==> src/rtl/split_decade_pair.sv <==
module split_decade_pair #(
  parameter int UNITS = 2
) (
  input  logic               clk,
  input  logic               rst_n,
  input  logic [UNITS-1:0]   clr,
  input  logic [UNITS-1:0]   cp_div2,
  input  logic [UNITS-1:0]   cp_div5,
  input  logic [2*UNITS-1:0] mode,
  output logic [4*UNITS-1:0] q
);
  localparam logic [1:0] LINK_BCD = 2'b01;
  localparam logic [1:0] LINK_BIQ = 2'b10;

  for (genvar g = 0; g < UNITS; g++) begin : g_unit
    logic [2:0] sy2, sy5;
    logic [1:0] link;
    logic       bit2;
    logic [2:0] cnt5;
    logic       fall2, fall5, tick2, tick5, hard_clr;

    always_ff @(posedge clk or negedge rst_n) begin
      if (!rst_n) begin
        sy2  <= '0;
        sy5  <= '0;
        link <= '0;
      end else begin
        sy2 <= {sy2[1:0], cp_div2[g]};
        sy5 <= {sy5[1:0], cp_div5[g]};
        if (clr[g]) link <= mode[2*g +: 2];
      end
    end

    assign fall2    = sy2[2] & ~sy2[1];
    assign fall5    = sy5[2] & ~sy5[1];
    assign tick5    = (link == LINK_BCD) ? (fall2 & bit2) : fall5;
    assign tick2    = (link == LINK_BIQ) ? (tick5 & cnt5[2]) : fall2;
    assign hard_clr = clr[g] | ~rst_n;

    always_ff @(posedge clk or posedge hard_clr) begin
      if (hard_clr) begin
        bit2 <= 1'b0;
        cnt5 <= 3'd0;
      end else begin
        if (tick2) bit2 <= ~bit2;
        if (tick5) cnt5 <= cnt5[2] ? 3'd0 : cnt5 + 3'd1;
      end
    end

    assign q[4*g +: 4] = {cnt5, bit2};
  end
endmodule


==> config.mk <==
export PLATFORM = sky130hd
export DESIGN_NAME = split_decade_pair
export DESIGN_NICKNAME = d
export VERILOG_FILES = /design/src/rtl/split_decade_pair.sv
export SDC_FILE = /design/constraint.sdc
export NUM_CORES = 1
export LEC_CHECK = 0
export CORE_MARGIN = 3
export CORE_UTILIZATION = 55
export DETAILED_ROUTE_END_ITERATION = 16
export DONT_BUFFER_PORTS = 1
export PLACE_DENSITY_LB_ADDON = 0.08
export SLEW_MARGIN = 20
export SYNTH_ARGS = -nofsm -noshare
export SYNTH_HDL_FRONTEND = slang
export SYNTH_SLANG_ARGS = --single-unit
==> constraint.sdc <==
create_clock -name clk -period 1.91 [get_ports clk]
set_input_delay 0.0955 -clock clk [delete_from_list [all_inputs] [get_ports clk]]
set_output_delay 0.0955 -clock clk [all_outputs]
set_load 0.01 [all_outputs]
==> results of run 1 <==
## kinds of logic after synthesis
family	Yosys count
buffers and inverters	4
multiplexers	11
XOR/XNOR	2
adder cells (fa/ha/maj)	2
AO/OA/AOI/OAI	3
AND/OR/NAND/NOR	18
flip-flops	24
## worst paths after layout
path | cells past startpoint | end | startpoint | slack (ns)
max | 3 | g_unit[1].cnt5[1] | g_unit[1].bit2 | 0.54
min | 1 | g_unit[0].link[1] | rst_n | 0.27
max reg2reg | 3 | g_unit[1].cnt5[1] | g_unit[1].bit2 | 0.54
min reg2reg | 0 | g_unit[1].sy5[1] | g_unit[1].sy5[0] | 0.36
max in group asynchronous | 2 | g_unit[1].bit2 | rst_n | 0.82
min in group clk | 1 | g_unit[1].sy5[0] | cp_div5[1] | 0.34
## power by group through the flow
| stage | Sequential (mW) | Clock [mW] | Combinational (mW) |
|---|---|---|---|
| 2_1_floorplan | 0.742 | 0 | 0.246 |
| 6_report | 0.779 | 0.349 | 0.252 |
| 4_1_cts | 0.782 | 0.359 | 0.255 |
| 3_5_place_dp | 0.790 | 0 | 0.225 |
| 3_3_place_gp | 0.785 | 0 | 0.218 |
| 5_1_grt | 0.802 | 0.379 | 0.292 |
## critical path, cell delays in order (launching register included)
cell and delay, ns:
sky130_fd_sc_hd__dfrtp_1 0.52, sky130_fd_sc_hd__nand3b_4 0.11, sky130_fd_sc_hd__o32ai_4 0.27, sky130_fd_sc_hd__mux2_2 0.37
## cells in the final DEF, fill, tap and decap left out, types with 3 or more instances in the layout
master / n
sky130_fd_sc_hd__dlygate4sd3_1: 11
sky130_fd_sc_hd__mux2_2: 10
sky130_fd_sc_hd__clkbuf_4: 3
sky130_fd_sc_hd__nand3b_1: 3
sky130_fd_sc_hd__dfrtp_1: 24
sky130_fd_sc_hd__nor2b_1: 9
## metal layers
metal | global-route usage, % | wire length (um)
met1 | 17.7 | 599
met2 | 21.9 | 667
met3 | 8.12 | 91
met4 | 3.23 | 9
met5 | 0 | 0
## flip-flops by register name (all words and copies together), names as in the netlist
name,cells
g_unit.bit2,2
g_unit.sy2,6
g_unit.link,4
g_unit.sy5,6
g_unit.cnt5,6
## cells in the mapped netlist
cell type and instances:
sky130_fd_sc_hd__and2b_2 1, sky130_fd_sc_hd__buf_4 2, sky130_fd_sc_hd__dfrtp_1 24, sky130_fd_sc_hd__ha_1 2, sky130_fd_sc_hd__inv_1 2, sky130_fd_sc_hd__mux2_2 10
sky130_fd_sc_hd__mux2i_1 1, sky130_fd_sc_hd__nand2b_1 2, sky130_fd_sc_hd__nand3b_1 3, sky130_fd_sc_hd__nand3b_4 1, sky130_fd_sc_hd__nor2_1 2, sky130_fd_sc_hd__nor2b_1 9
sky130_fd_sc_hd__o32ai_1 1, sky130_fd_sc_hd__o32ai_4 2, sky130_fd_sc_hd__xor2_1 2
## final cells by class
| class | instances | area [sq um] | share of cell area [%] |
|---|---|---|---|
| sequential | 24 | 601 | 51.9 |
| multi-input combinational | 36 | 357 | 30.8 |
| timing repair buffer | 11 | 110 | 9.51 |
| clock inverter | 1 | 30.0 | 2.59 |
| tap | 24 | 30.0 | 2.59 |
| clock buffer | 3 | 22.5 | 1.95 |
| inverter | 2 | 7.51 | 0.649 |
## timing repair
action,CTS,global route
hold buffers,11,0
hold endpoints to repair,32,0
setup endpoints to repair,0,0
==> impl_metrics.prom, run 1 <==
# TYPE chip_impl_metric gauge
chip_impl_metric{name="numCtsBuffers",unit=""} 3
chip_impl_info{name="yosys-top-cells-area",value="sky130_fd_sc_hd__dfrtp_1 61%, sky130_fd_sc_hd__mux2_2 11%, sky130_fd_sc_hd__nor2b_1 5.7%"} 1
chip_impl_info{name="synth_top_cell_by_area",value="sky130_fd_sc_hd__dfrtp_1"} 1
chip_impl_metric{name="setup_viol",unit=""} 0
chip_impl_info{name="start_kind",value="flop"} 1
chip_impl_metric{name="cellPowerDensity",unit="mW/mm^2"} 1190
chip_impl_metric{name="die-height",unit="um"} 48.2
chip_impl_metric{name="stdcell_count",unit=""} 101
chip_impl_metric{name="vias",unit=""} 499
chip_impl_metric{name="nets",unit=""} 92
chip_impl_metric{name="n_antenna_cell",unit=""} 0
chip_impl_metric{name="maximum_number_of_pins_on_one_net_before_global_route_repair",unit=""} 19
chip_impl_metric{name="worstPathMaxFanout",unit=""} 3
chip_impl_metric{name="synth-seq-area-share",unit="%"} 61.3
chip_impl_metric{name="mappedNetlistNets",unit=""} 78
chip_impl_metric{name="achievable-frequency",unit="MHz"} 731
chip_impl_metric{name="pwr-share-comb",unit="%"} 18.3
chip_impl_metric{name="num_rows",unit=""} 14
chip_impl_metric{name="weighted_congestion_at_the_end_of_routability_driven_global_placement",unit=""} 0.709
chip_impl_metric{name="grt_first_pass_wirelength",unit="um"} 2150
chip_impl_metric{name="p_sw",unit="mW"} 0.393
chip_impl_info{name="outcome",value="completed"} 1
chip_impl_metric{name="synth_cells",unit=""} 64
chip_impl_metric{name="drive_above_1_share",unit="%"} 23.4
chip_impl_metric{name="route.detailed.wl_per_inst",unit="um"} 13.5
chip_impl_metric{name="finalCritPeriodShare",unit="%"} 71.7
chip_impl_metric{name="track_usage",unit="%"} 14.3
chip_impl_metric{name="synth-seq-cells",unit=""} 24
chip_impl_metric{name="total_power",unit="mW"} 1.38
chip_impl_metric{name="area_growth",unit="%"} 18.1
chip_impl_metric{name="ys_warn_count",unit=""} 0
chip_impl_metric{name="worst_path_arrival_time",unit="ns"} 1.57
chip_impl_metric{name="aggregate_negative_setup_slack",unit="ns"} 0
chip_impl_metric{name="fraction_of_the_mapped_netlist_area_in_simple_logic_gates",unit="%"} 13.0
chip_impl_metric{name="finalCoreUtilization",unit="%"} 72.6
chip_impl_info{name="min_path_type",value="input port to asynchronous set/reset pin"} 1
chip_impl_info{name="clock-root-buffer",value="sky130_fd_sc_hd__clkbuf_4"} 1
chip_impl_metric{name="hold_viol",unit=""} 0
chip_impl_metric{name="share_of_the_synthesized_area_in_compound_gates_ao_oa_aoi_oai",unit="%"} 6.51
chip_impl_metric{name="finalInstanceArea",unit="sq mm"} 0.00116
chip_impl_metric{name="coreArea",unit="sq mm"} 0.00159
chip_impl_metric{name="cts_resized",unit=""} 0
chip_impl_metric{name="insertion_delay",unit="ns"} 0.30
chip_impl_metric{name="cts.clk_slew.worst_paths",unit="ns"} 0.12
chip_impl_metric{name="design.die.area",unit="sq mm"} 0.00232
chip_impl_metric{name="placement.io_buffers",unit=""} 0
chip_impl_metric{name="vdd_ir_drop_max",unit="mV"} 1.08
chip_impl_metric{name="leakage",unit="nW"} 0.508
chip_impl_metric{name="antenna_left",unit=""} 0
chip_impl_metric{name="clock-sinks",unit=""} 24
chip_impl_metric{name="post-cts-setup-buffers",unit=""} 0
chip_impl_metric{name="clock_power_share",unit="%"} 25.3
chip_impl_metric{name="post-route-min-period",unit="ns"} 1.37
chip_impl_metric{name="timing.clock.skew",unit="ns"} 0.00327
chip_impl_metric{name="ioPinCount",unit=""} 20
chip_impl_metric{name="internal_power",unit="mW"} 0.986
chip_impl_metric{name="drt_first_iter_violations",unit=""} 3
chip_impl_metric{name="sequential_cell_fraction_of_total_power",unit="%"} 56.5
chip_impl_metric{name="dp_cells",unit=""} 86
chip_impl_metric{name="grt_overflow_total",unit=""} 0
chip_impl_metric{name="muxShareOfSynthArea",unit="%"} 12.5
chip_impl_metric{name="drv.max_cap_violation_count",unit=""} 0
chip_impl_metric{name="die_width",unit="um"} 48.2
chip_impl_metric{name="cts_htree_levels",unit=""} 1
chip_impl_metric{name="synth_xor_xnor_area_share",unit="%"} 1.79
chip_impl_metric{name="final.hold.worst_slack",unit="ns"} 0.267
chip_impl_metric{name="synth_area",unit="sq um"} 980
chip_impl_metric{name="synthAdderAreaFrac",unit="%"} 2.55
chip_impl_info{name="crit_path_end_kind",value="flop"} 1
chip_impl_metric{name="post-place-ws",unit="ns"} 0.566
chip_impl_metric{name="start_util",unit="%"} 61.5
chip_impl_metric{name="timing.critical_path.required",unit="ns"} 2.11
chip_impl_metric{name="synth_largest_type_area_fraction",unit="%"} 61.3
chip_impl_metric{name="synthDistinctLibCells",unit=""} 15
chip_impl_metric{name="worst-slew-pin-transition",unit="ns"} 0.706
chip_impl_metric{name="tightest_slew_margin_relative_to_the_limit",unit="%"} 52.8
chip_impl_metric{name="slew_viol_final",unit=""} 0
chip_impl_metric{name="placement.cell_area",unit="sq um"} 995
chip_impl_info{name="setup_repair_after_global_routing_missed_its_margin",value="false"} 1
chip_impl_metric{name="grt_pass1_vias",unit=""} 443
chip_impl_info{name="combinational_family_with_the_most_area_after_synthesis",value="simple AND/OR/NAND/NOR gates"} 1
chip_impl_metric{name="number_of_antenna_violations_at_the_first_check_in_global_routing",unit=""} 0
chip_impl_metric{name="vias_per_cell",unit=""} 4.94
chip_impl_metric{name="worst_slack",unit="ns"} 0.541
chip_impl_metric{name="cts.path.max_buffers",unit=""} 2
chip_impl_metric{name="drtPass1Iterations",unit=""} 2
chip_impl_info{name="critical_path_class",value="flop to flop"} 1
chip_impl_info{name="tritoncts",value="built"} 1
chip_impl_metric{name="dpl.hpwl",unit="um"} 949
chip_impl_metric{name="drc",unit=""} 0
chip_impl_metric{name="drt-total-wl",unit="um"} 1370
chip_impl_metric{name="synthesis.area_per_instance",unit="sq um"} 15.3
chip_impl_metric{name="switching_share",unit="%"} 28.5
chip_impl_metric{name="num-fill-cells",unit=""} 105
Note: power is estimated with default switching activity, not from simulation.
==> inputs of run 2 (changes only) <==
--- a/config.mk
+++ b/config.mk
@@ -5,8 +5,9 @@
 export SDC_FILE = /design/constraint.sdc
 export NUM_CORES = 1
 export LEC_CHECK = 0
+export CORE_ASPECT_RATIO = 1.4
 export CORE_MARGIN = 3
-export CORE_UTILIZATION = 55
+export CORE_UTILIZATION = 53
 export DETAILED_ROUTE_END_ITERATION = 16
 export DONT_BUFFER_PORTS = 1
 export PLACE_DENSITY_LB_ADDON = 0.08
==> constraint.sdc (replaced) <==
create_clock -name clk -period 1.2 [get_ports clk]
set_input_delay 0.06 -clock clk [delete_from_list [all_inputs] [get_ports clk]]
set_output_delay 0.06 -clock clk [all_outputs]
set_load 0.01 [all_outputs]
==> impl_metrics.prom, run 2 (same netlist as run 1, synthesis figures left out) <==
# TYPE chip_impl_metric gauge
chip_impl_metric{name="cts.clk_slew.worst_paths",unit="ns"} 0.13
chip_impl_metric{name="num-fill-cells",unit=""} 108
chip_impl_metric{name="route.detailed.wl_per_inst",unit="um"} 15.6
chip_impl_info{name="failed_checks",value="setup timing"} 1
chip_impl_metric{name="worst_slack",unit="ns"} -0.141
chip_impl_metric{name="numCtsBuffers",unit=""} 3
chip_impl_metric{name="drt-total-wl",unit="um"} 1700
chip_impl_metric{name="stdcell_count",unit=""} 109
chip_impl_info{name="crit_path_end_kind",value="flop"} 1
chip_impl_metric{name="timing.critical_path.required",unit="ns"} 1.42
chip_impl_metric{name="area_growth",unit="%"} 32.1
chip_impl_metric{name="worstPathMaxFanout",unit=""} 3
chip_impl_info{name="clock-root-buffer",value="sky130_fd_sc_hd__clkbuf_4"} 1
chip_impl_metric{name="leakage",unit="nW"} 0.597
chip_impl_metric{name="grt_overflow_total",unit=""} 0
chip_impl_metric{name="dp_cells",unit=""} 93
chip_impl_metric{name="track_usage",unit="%"} 16.3
chip_impl_metric{name="maximum_number_of_pins_on_one_net_before_global_route_repair",unit=""} 19
chip_impl_metric{name="finalCritPeriodShare",unit="%"} 112
chip_impl_metric{name="achievable-frequency",unit="MHz"} 746
chip_impl_metric{name="drc",unit=""} 0
chip_impl_metric{name="coreArea",unit="sq mm"} 0.00166
chip_impl_metric{name="drive_above_1_share",unit="%"} 40.0
chip_impl_metric{name="slew_viol_final",unit=""} 0
chip_impl_metric{name="finalInstanceArea",unit="sq mm"} 0.00129
chip_impl_metric{name="die-height",unit="um"} 56.9
chip_impl_metric{name="worst_path_arrival_time",unit="ns"} 1.56
chip_impl_metric{name="clock-sinks",unit=""} 24
chip_impl_metric{name="ioPinCount",unit=""} 20
chip_impl_metric{name="drt_first_iter_violations",unit=""} 4
chip_impl_metric{name="dpl.hpwl",unit="um"} 1140
chip_impl_metric{name="grt_first_pass_wirelength",unit="um"} 2920
chip_impl_info{name="critical_path_class",value="flop to flop"} 1
chip_impl_info{name="largest_registers",value="g_unit.cnt5 x6, g_unit.sy2 x6, g_unit.sy5 x6"} 1
chip_impl_metric{name="placement.cell_area",unit="sq mm"} 0.00109
chip_impl_metric{name="worst-slew-pin-transition",unit="ns"} 0.693
chip_impl_metric{name="nets",unit=""} 105
chip_impl_metric{name="antenna_left",unit=""} 0
chip_impl_info{name="setup_repair_after_global_routing_missed_its_margin",value="true"} 1
chip_impl_metric{name="post-route-min-period",unit="ns"} 1.34
chip_impl_metric{name="drtPass1Iterations",unit=""} 4
chip_impl_metric{name="die_width",unit="um"} 42.3
chip_impl_metric{name="cts.path.max_buffers",unit=""} 2
chip_impl_metric{name="layout.area.seq",unit="sq um"} 602
chip_impl_info{name="outcome",value="finished with violations"} 1
chip_impl_metric{name="drv.max_cap_violation_count",unit=""} 0
chip_impl_info{name="most-common-layout-cells",value="23 x sky130_fd_sc_hd__dfrtp_1, 12 x sky130_fd_sc_hd__buf_4, 11 x sky130_fd_sc_hd__dlygate4sd3_1"} 1
chip_impl_metric{name="timing.clock.skew",unit="ns"} 0.00751
chip_impl_metric{name="n_antenna_cell",unit=""} 0
chip_impl_info{name="tritoncts",value="built"} 1
chip_impl_metric{name="vdd_ir_drop_max",unit="mV"} 1.23
chip_impl_metric{name="aggregate_negative_setup_slack",unit="ns"} -0.644
chip_impl_metric{name="placement.io_buffers",unit=""} 0
chip_impl_metric{name="weighted_congestion_at_the_end_of_routability_driven_global_placement",unit=""} 0.741
chip_impl_metric{name="grt_pass1_vias",unit=""} 685
chip_impl_metric{name="start_util",unit="%"} 59.0
chip_impl_metric{name="design.die.area",unit="sq mm"} 0.00241
chip_impl_metric{name="num_rows",unit=""} 17
chip_impl_metric{name="vias_per_cell",unit=""} 5.21
chip_impl_metric{name="cts_htree_levels",unit=""} 1
chip_impl_info{name="min_path_type",value="input port to asynchronous set/reset pin"} 1
chip_impl_metric{name="number_of_antenna_violations_at_the_first_check_in_global_routing",unit=""} 0
chip_impl_info{name="start_kind",value="flop"} 1
chip_impl_metric{name="multiInputGateArea",unit="sq um"} 397
chip_impl_metric{name="tightest_slew_margin_relative_to_the_limit",unit="%"} 53.6
chip_impl_metric{name="total_power",unit="mW"} 2.48
chip_impl_metric{name="final.hold.worst_slack",unit="ns"} 0.208
chip_impl_metric{name="setup_viol",unit=""} 7
chip_impl_metric{name="vias",unit=""} 568
chip_impl_info{name="mostFrequentLayoutCell",value="sky130_fd_sc_hd__dfrtp_1"} 1
chip_impl_metric{name="hold_viol",unit=""} 0
chip_impl_metric{name="cellPowerDensity",unit="mW/mm^2"} 1920
chip_impl_metric{name="insertion_delay",unit="ns"} 0.32
[run 2: changes by cell type in the layout (fill, tap and decap cells not counted), moves of 2 or more]
cell,change
sky130_fd_sc_hd__buf_4,+12
sky130_fd_sc_hd__mux2_2,-4
sky130_fd_sc_hd__mux2_4,+4
sky130_fd_sc_hd__nor2b_1,-3
sky130_fd_sc_hd__nor2b_4,+2
[run 2: metrics by stage]
stage	util, %	worst slack [ns]
floorplan	-	-0.0595
finish	78.0	-0.141
detailed placement	65.9	-0.140
global route	78.0	-0.209
CTS	76.6	-0.149
global placement	65.9	-0.115
[run 2: worst paths after layout]
path                                   start           endpoint  slack [ns]  cells after the start
max                        g_unit[1].link[1]  g_unit[1].cnt5[0]       -0.14                      3
max in group asynchronous              rst_n  g_unit[1].cnt5[0]        0.24                      2
min reg2reg                 g_unit[1].sy5[0]   g_unit[1].sy5[1]        0.37                      0
max reg2reg                g_unit[1].link[1]  g_unit[1].cnt5[0]       -0.14                      3
min in group clk                  cp_div2[0]   g_unit[0].sy2[0]        0.29                      1
min                                   clr[1]     g_unit[1].bit2        0.21                      2
[run 2: area by class of cell]
| cell class | count | share of cell area, % |
|---|---|---|
| well taps | 19 | 1.84 |
| flip-flops and latches | 24 | 46.5 |
| inverters | 2 | 0.580 |
| multi-input cells | 36 | 30.7 |
| clock inverters | 1 | 2.32 |
| clock buffers | 3 | 1.74 |
| repair buffers | 24 | 16.3 |
[run 2: repair_timing]
action                     4_1_cts  5_1_grt
setup buffers                    1        1
hold buffers                    11        0
setup endpoints to repair        7        8
gates cloned                     0        0
resized for setup                3        5
hold endpoints to repair        32        0
pin swaps                        2        3
[run 2: report_power, final]
part / total [mW] / switching (mW) / internal [mW]
Combinational: 0.773 / 0.307 / 0.466
Sequential: 1.13 / 0.157 / 0.975
Clock: 0.576 / 0.238 / 0.338
Total: 2.48 / 0.702 / 1.78
[run 2: worst max-delay path, stage by stage (launching register included)]
cell	delay [ns]
sky130_fd_sc_hd__dfrtp_1	0.42
sky130_fd_sc_hd__nand3b_4	0.17
sky130_fd_sc_hd__o32ai_4	0.30
sky130_fd_sc_hd__mux2_2	0.37
[run 2: metal layers]
layer  GRT usage (%)  part of all wire (%)  vias to the layer above
li1                -                     -                      268
met1            16.5                    37                      280
met2            30.9                    58                       16
met3            2.56                   3.4                        4
met4            8.00                   1.9                        0
met5               0                     0                        -
==> inputs of run 3 (changes only) <==
==> constraint.sdc (replaced) <==
create_clock -name clk -period 1.2 [get_ports clk]
set_input_delay 0.06 -clock clk [delete_from_list [all_inputs] [get_ports clk]]
set_output_delay 0.06 -clock clk [all_outputs]
set_load 0.1 [all_outputs]
==> impl_metrics.prom, run 3 (same netlist as run 1, synthesis figures left out) <==
# TYPE chip_impl_metric gauge
chip_impl_metric{name="maximum_number_of_pins_on_one_net_before_global_route_repair",unit=""} 19
chip_impl_metric{name="antenna_left",unit=""} 0
chip_impl_metric{name="leakage",unit="nW"} 0.611
chip_impl_metric{name="die-height",unit="um"} 56.9
chip_impl_metric{name="drv.max_cap_violation_count",unit=""} 0
chip_impl_info{name="failed_checks",value="setup timing"} 1
chip_impl_metric{name="finalCritPeriodShare",unit="%"} 110
chip_impl_metric{name="worst_path_arrival_time",unit="ns"} 1.53
chip_impl_metric{name="grt_overflow_total",unit=""} 0
chip_impl_info{name="critical_path_class",value="flop to flop"} 1
chip_impl_metric{name="drc",unit=""} 0
chip_impl_metric{name="vdd_ir_drop_max",unit="mV"} 2.61
chip_impl_info{name="tritoncts",value="built"} 1
chip_impl_metric{name="die_width",unit="um"} 42.3
chip_impl_metric{name="n_antenna_cell",unit=""} 0
chip_impl_metric{name="design.die.area",unit="sq mm"} 0.00241
chip_impl_metric{name="total_power",unit="mW"} 3.74
chip_impl_info{name="most-common-layout-cells",value="18 x sky130_fd_sc_hd__dfrtp_1, 11 x sky130_fd_sc_hd__dlygate4sd3_1, 11 x sky130_fd_sc_hd__buf_4"} 1
chip_impl_info{name="outcome",value="finished with violations"} 1
chip_impl_metric{name="num_rows",unit=""} 17
chip_impl_metric{name="track_usage",unit="%"} 16.9
chip_impl_metric{name="weighted_congestion_at_the_end_of_routability_driven_global_placement",unit=""} 0.711
chip_impl_metric{name="slew_viol_final",unit=""} 0
chip_impl_metric{name="final.hold.worst_slack",unit="ns"} 0.217
chip_impl_metric{name="coreArea",unit="sq mm"} 0.00166
chip_impl_metric{name="cts.path.max_buffers",unit=""} 2
chip_impl_metric{name="timing.clock.skew",unit="ns"} 0.00627
chip_impl_metric{name="dpl.hpwl",unit="um"} 1120
chip_impl_info{name="crit_path_end_kind",value="flop"} 1
chip_impl_info{name="largest_registers",value="g_unit.cnt5 x6, g_unit.sy2 x6, g_unit.sy5 x6"} 1
chip_impl_metric{name="placement.io_buffers",unit=""} 0
chip_impl_metric{name="aggregate_negative_setup_slack",unit="ns"} -0.675
chip_impl_info{name="min_path_type",value="input port to asynchronous set/reset pin"} 1
chip_impl_metric{name="timing.critical_path.required",unit="ns"} 1.41
chip_impl_metric{name="post-route-min-period",unit="ns"} 1.32
chip_impl_info{name="setup_repair_after_global_routing_missed_its_margin",value="true"} 1
chip_impl_metric{name="vias",unit=""} 578
chip_impl_metric{name="worstPathMaxFanout",unit=""} 3
chip_impl_metric{name="number_of_antenna_violations_at_the_first_check_in_global_routing",unit=""} 0
chip_impl_metric{name="drtPass1Iterations",unit=""} 2
chip_impl_metric{name="nets",unit=""} 108
chip_impl_metric{name="worst-slew-pin-transition",unit="ns"} 0.697
chip_impl_metric{name="achievable-frequency",unit="MHz"} 758
chip_impl_info{name="start_kind",value="flop"} 1
chip_impl_metric{name="cts_htree_levels",unit=""} 1
chip_impl_metric{name="clock-sinks",unit=""} 24
chip_impl_info{name="mostFrequentLayoutCell",value="sky130_fd_sc_hd__dfrtp_1"} 1
chip_impl_info{name="clock-root-buffer",value="sky130_fd_sc_hd__clkbuf_4"} 1
chip_impl_metric{name="worst_slack",unit="ns"} -0.120
chip_impl_metric{name="ioPinCount",unit=""} 20
chip_impl_metric{name="cellPowerDensity",unit="mW/mm^2"} 2700
chip_impl_metric{name="start_util",unit="%"} 59.0
chip_impl_metric{name="drt-total-wl",unit="um"} 1710
chip_impl_metric{name="ff2ff_path_depth",unit=""} 3
chip_impl_metric{name="drt_first_iter_violations",unit=""} 3
chip_impl_metric{name="setup_viol",unit=""} 7
chip_impl_metric{name="grt_pass1_vias",unit=""} 676
chip_impl_metric{name="route.detailed.wl_per_inst",unit="um"} 15.2
chip_impl_metric{name="area_growth",unit="%"} 41.3
chip_impl_metric{name="hold_viol",unit=""} 0
chip_impl_metric{name="vias_per_cell",unit=""} 5.16
chip_impl_metric{name="cts.clk_slew.worst_paths",unit="ns"} 0.13
chip_impl_metric{name="numCtsBuffers",unit=""} 3
chip_impl_metric{name="insertion_delay",unit="ns"} 0.31
chip_impl_metric{name="tightest_slew_margin_relative_to_the_limit",unit="%"} 53.4
chip_impl_metric{name="drive_above_1_share",unit="%"} 48.4
chip_impl_metric{name="grt_first_pass_wirelength",unit="um"} 3020
run 3: cell types whose count changed in the layout (fill, tap and decap cells not counted), sizes merged:
cell  previous run  this run
buf             13        16
run 3: final timing paths:
| path | from | endpoint | slack [ns] |
|---|---|---|---|
| hold reg to reg | g_unit[1].sy2[0] | g_unit[1].sy2[1] | 0.36 |
| hold / removal | rst_n | g_unit[1].link[1] | 0.22 |
| setup reg to reg | g_unit[1].link[1] | g_unit[1].cnt5[1] | -0.12 |
| min in group clk | cp_div2[1] | g_unit[1].sy2[0] | 0.30 |
| max in group asynchronous | rst_n | g_unit[1].cnt5[0] | 0.18 |
| setup / recovery | g_unit[1].link[1] | g_unit[1].cnt5[1] | -0.12 |
run 3: final cells by class:
type / instances / area (sq um)
Sequential cell: 24 / 618
Clock inverter: 1 / 30.0
Tap cell: 19 / 23.8
Clock buffer: 3 / 22.5
Multi-Input combinational cell: 36 / 415
Fill cell: 80 / 275
Inverter: 2 / 7.51
Timing Repair Buffer: 27 / 267
run 3: metrics by stage:
| stage | util, % | std cells | worst slack, ns | instance area [sq um] |
|---|---|---|---|---|
| finish | 83.4 | 112 | -0.120 | 1380 |
| global route | 83.4 | 112 | -0.174 | 1380 |
| CTS | 82.3 | 111 | -0.133 | 1370 |
| detailed placement | 68.9 | 96 | -0.110 | 1140 |
| global placement | 68.9 | 96 | -0.0870 | 1140 |
| floorplan | - | 64 | -0.185 | 1020 |
run 3: critical path, cell delays in order (launching register included):
cell                       delay, ns
sky130_fd_sc_hd__dfrtp_1        0.42
sky130_fd_sc_hd__nand3b_4       0.17
sky130_fd_sc_hd__o32ai_4        0.26
sky130_fd_sc_hd__mux2_2         0.37
run 3: what timing repair did:
action | in CTS | in global routing
buffers inserted | 0 | 1
setup endpoints to repair | 9 | 10
hold buffers | 11 | 0
hold endpoints to repair | 32 | 0
gates resized for setup | 14 | 3
run 3: metal layers:
metal  share of wire, %  up-vias  wire length (um)  track usage, %
li1                   -      273                 -               -
met1                 36      282               612            17.6
met2                 58       18               991            32.7
met3                3.7        5                64            2.24
met4                2.3        0                39            6.67
met5                  0        -                 0               0
run 3: power by group:
part / internal (mW) / switching [mW]
sequential: 1.03 / 0.181
clock: 0.338 / 0.230
combinational: 0.674 / 1.29
total: 2.04 / 1.70
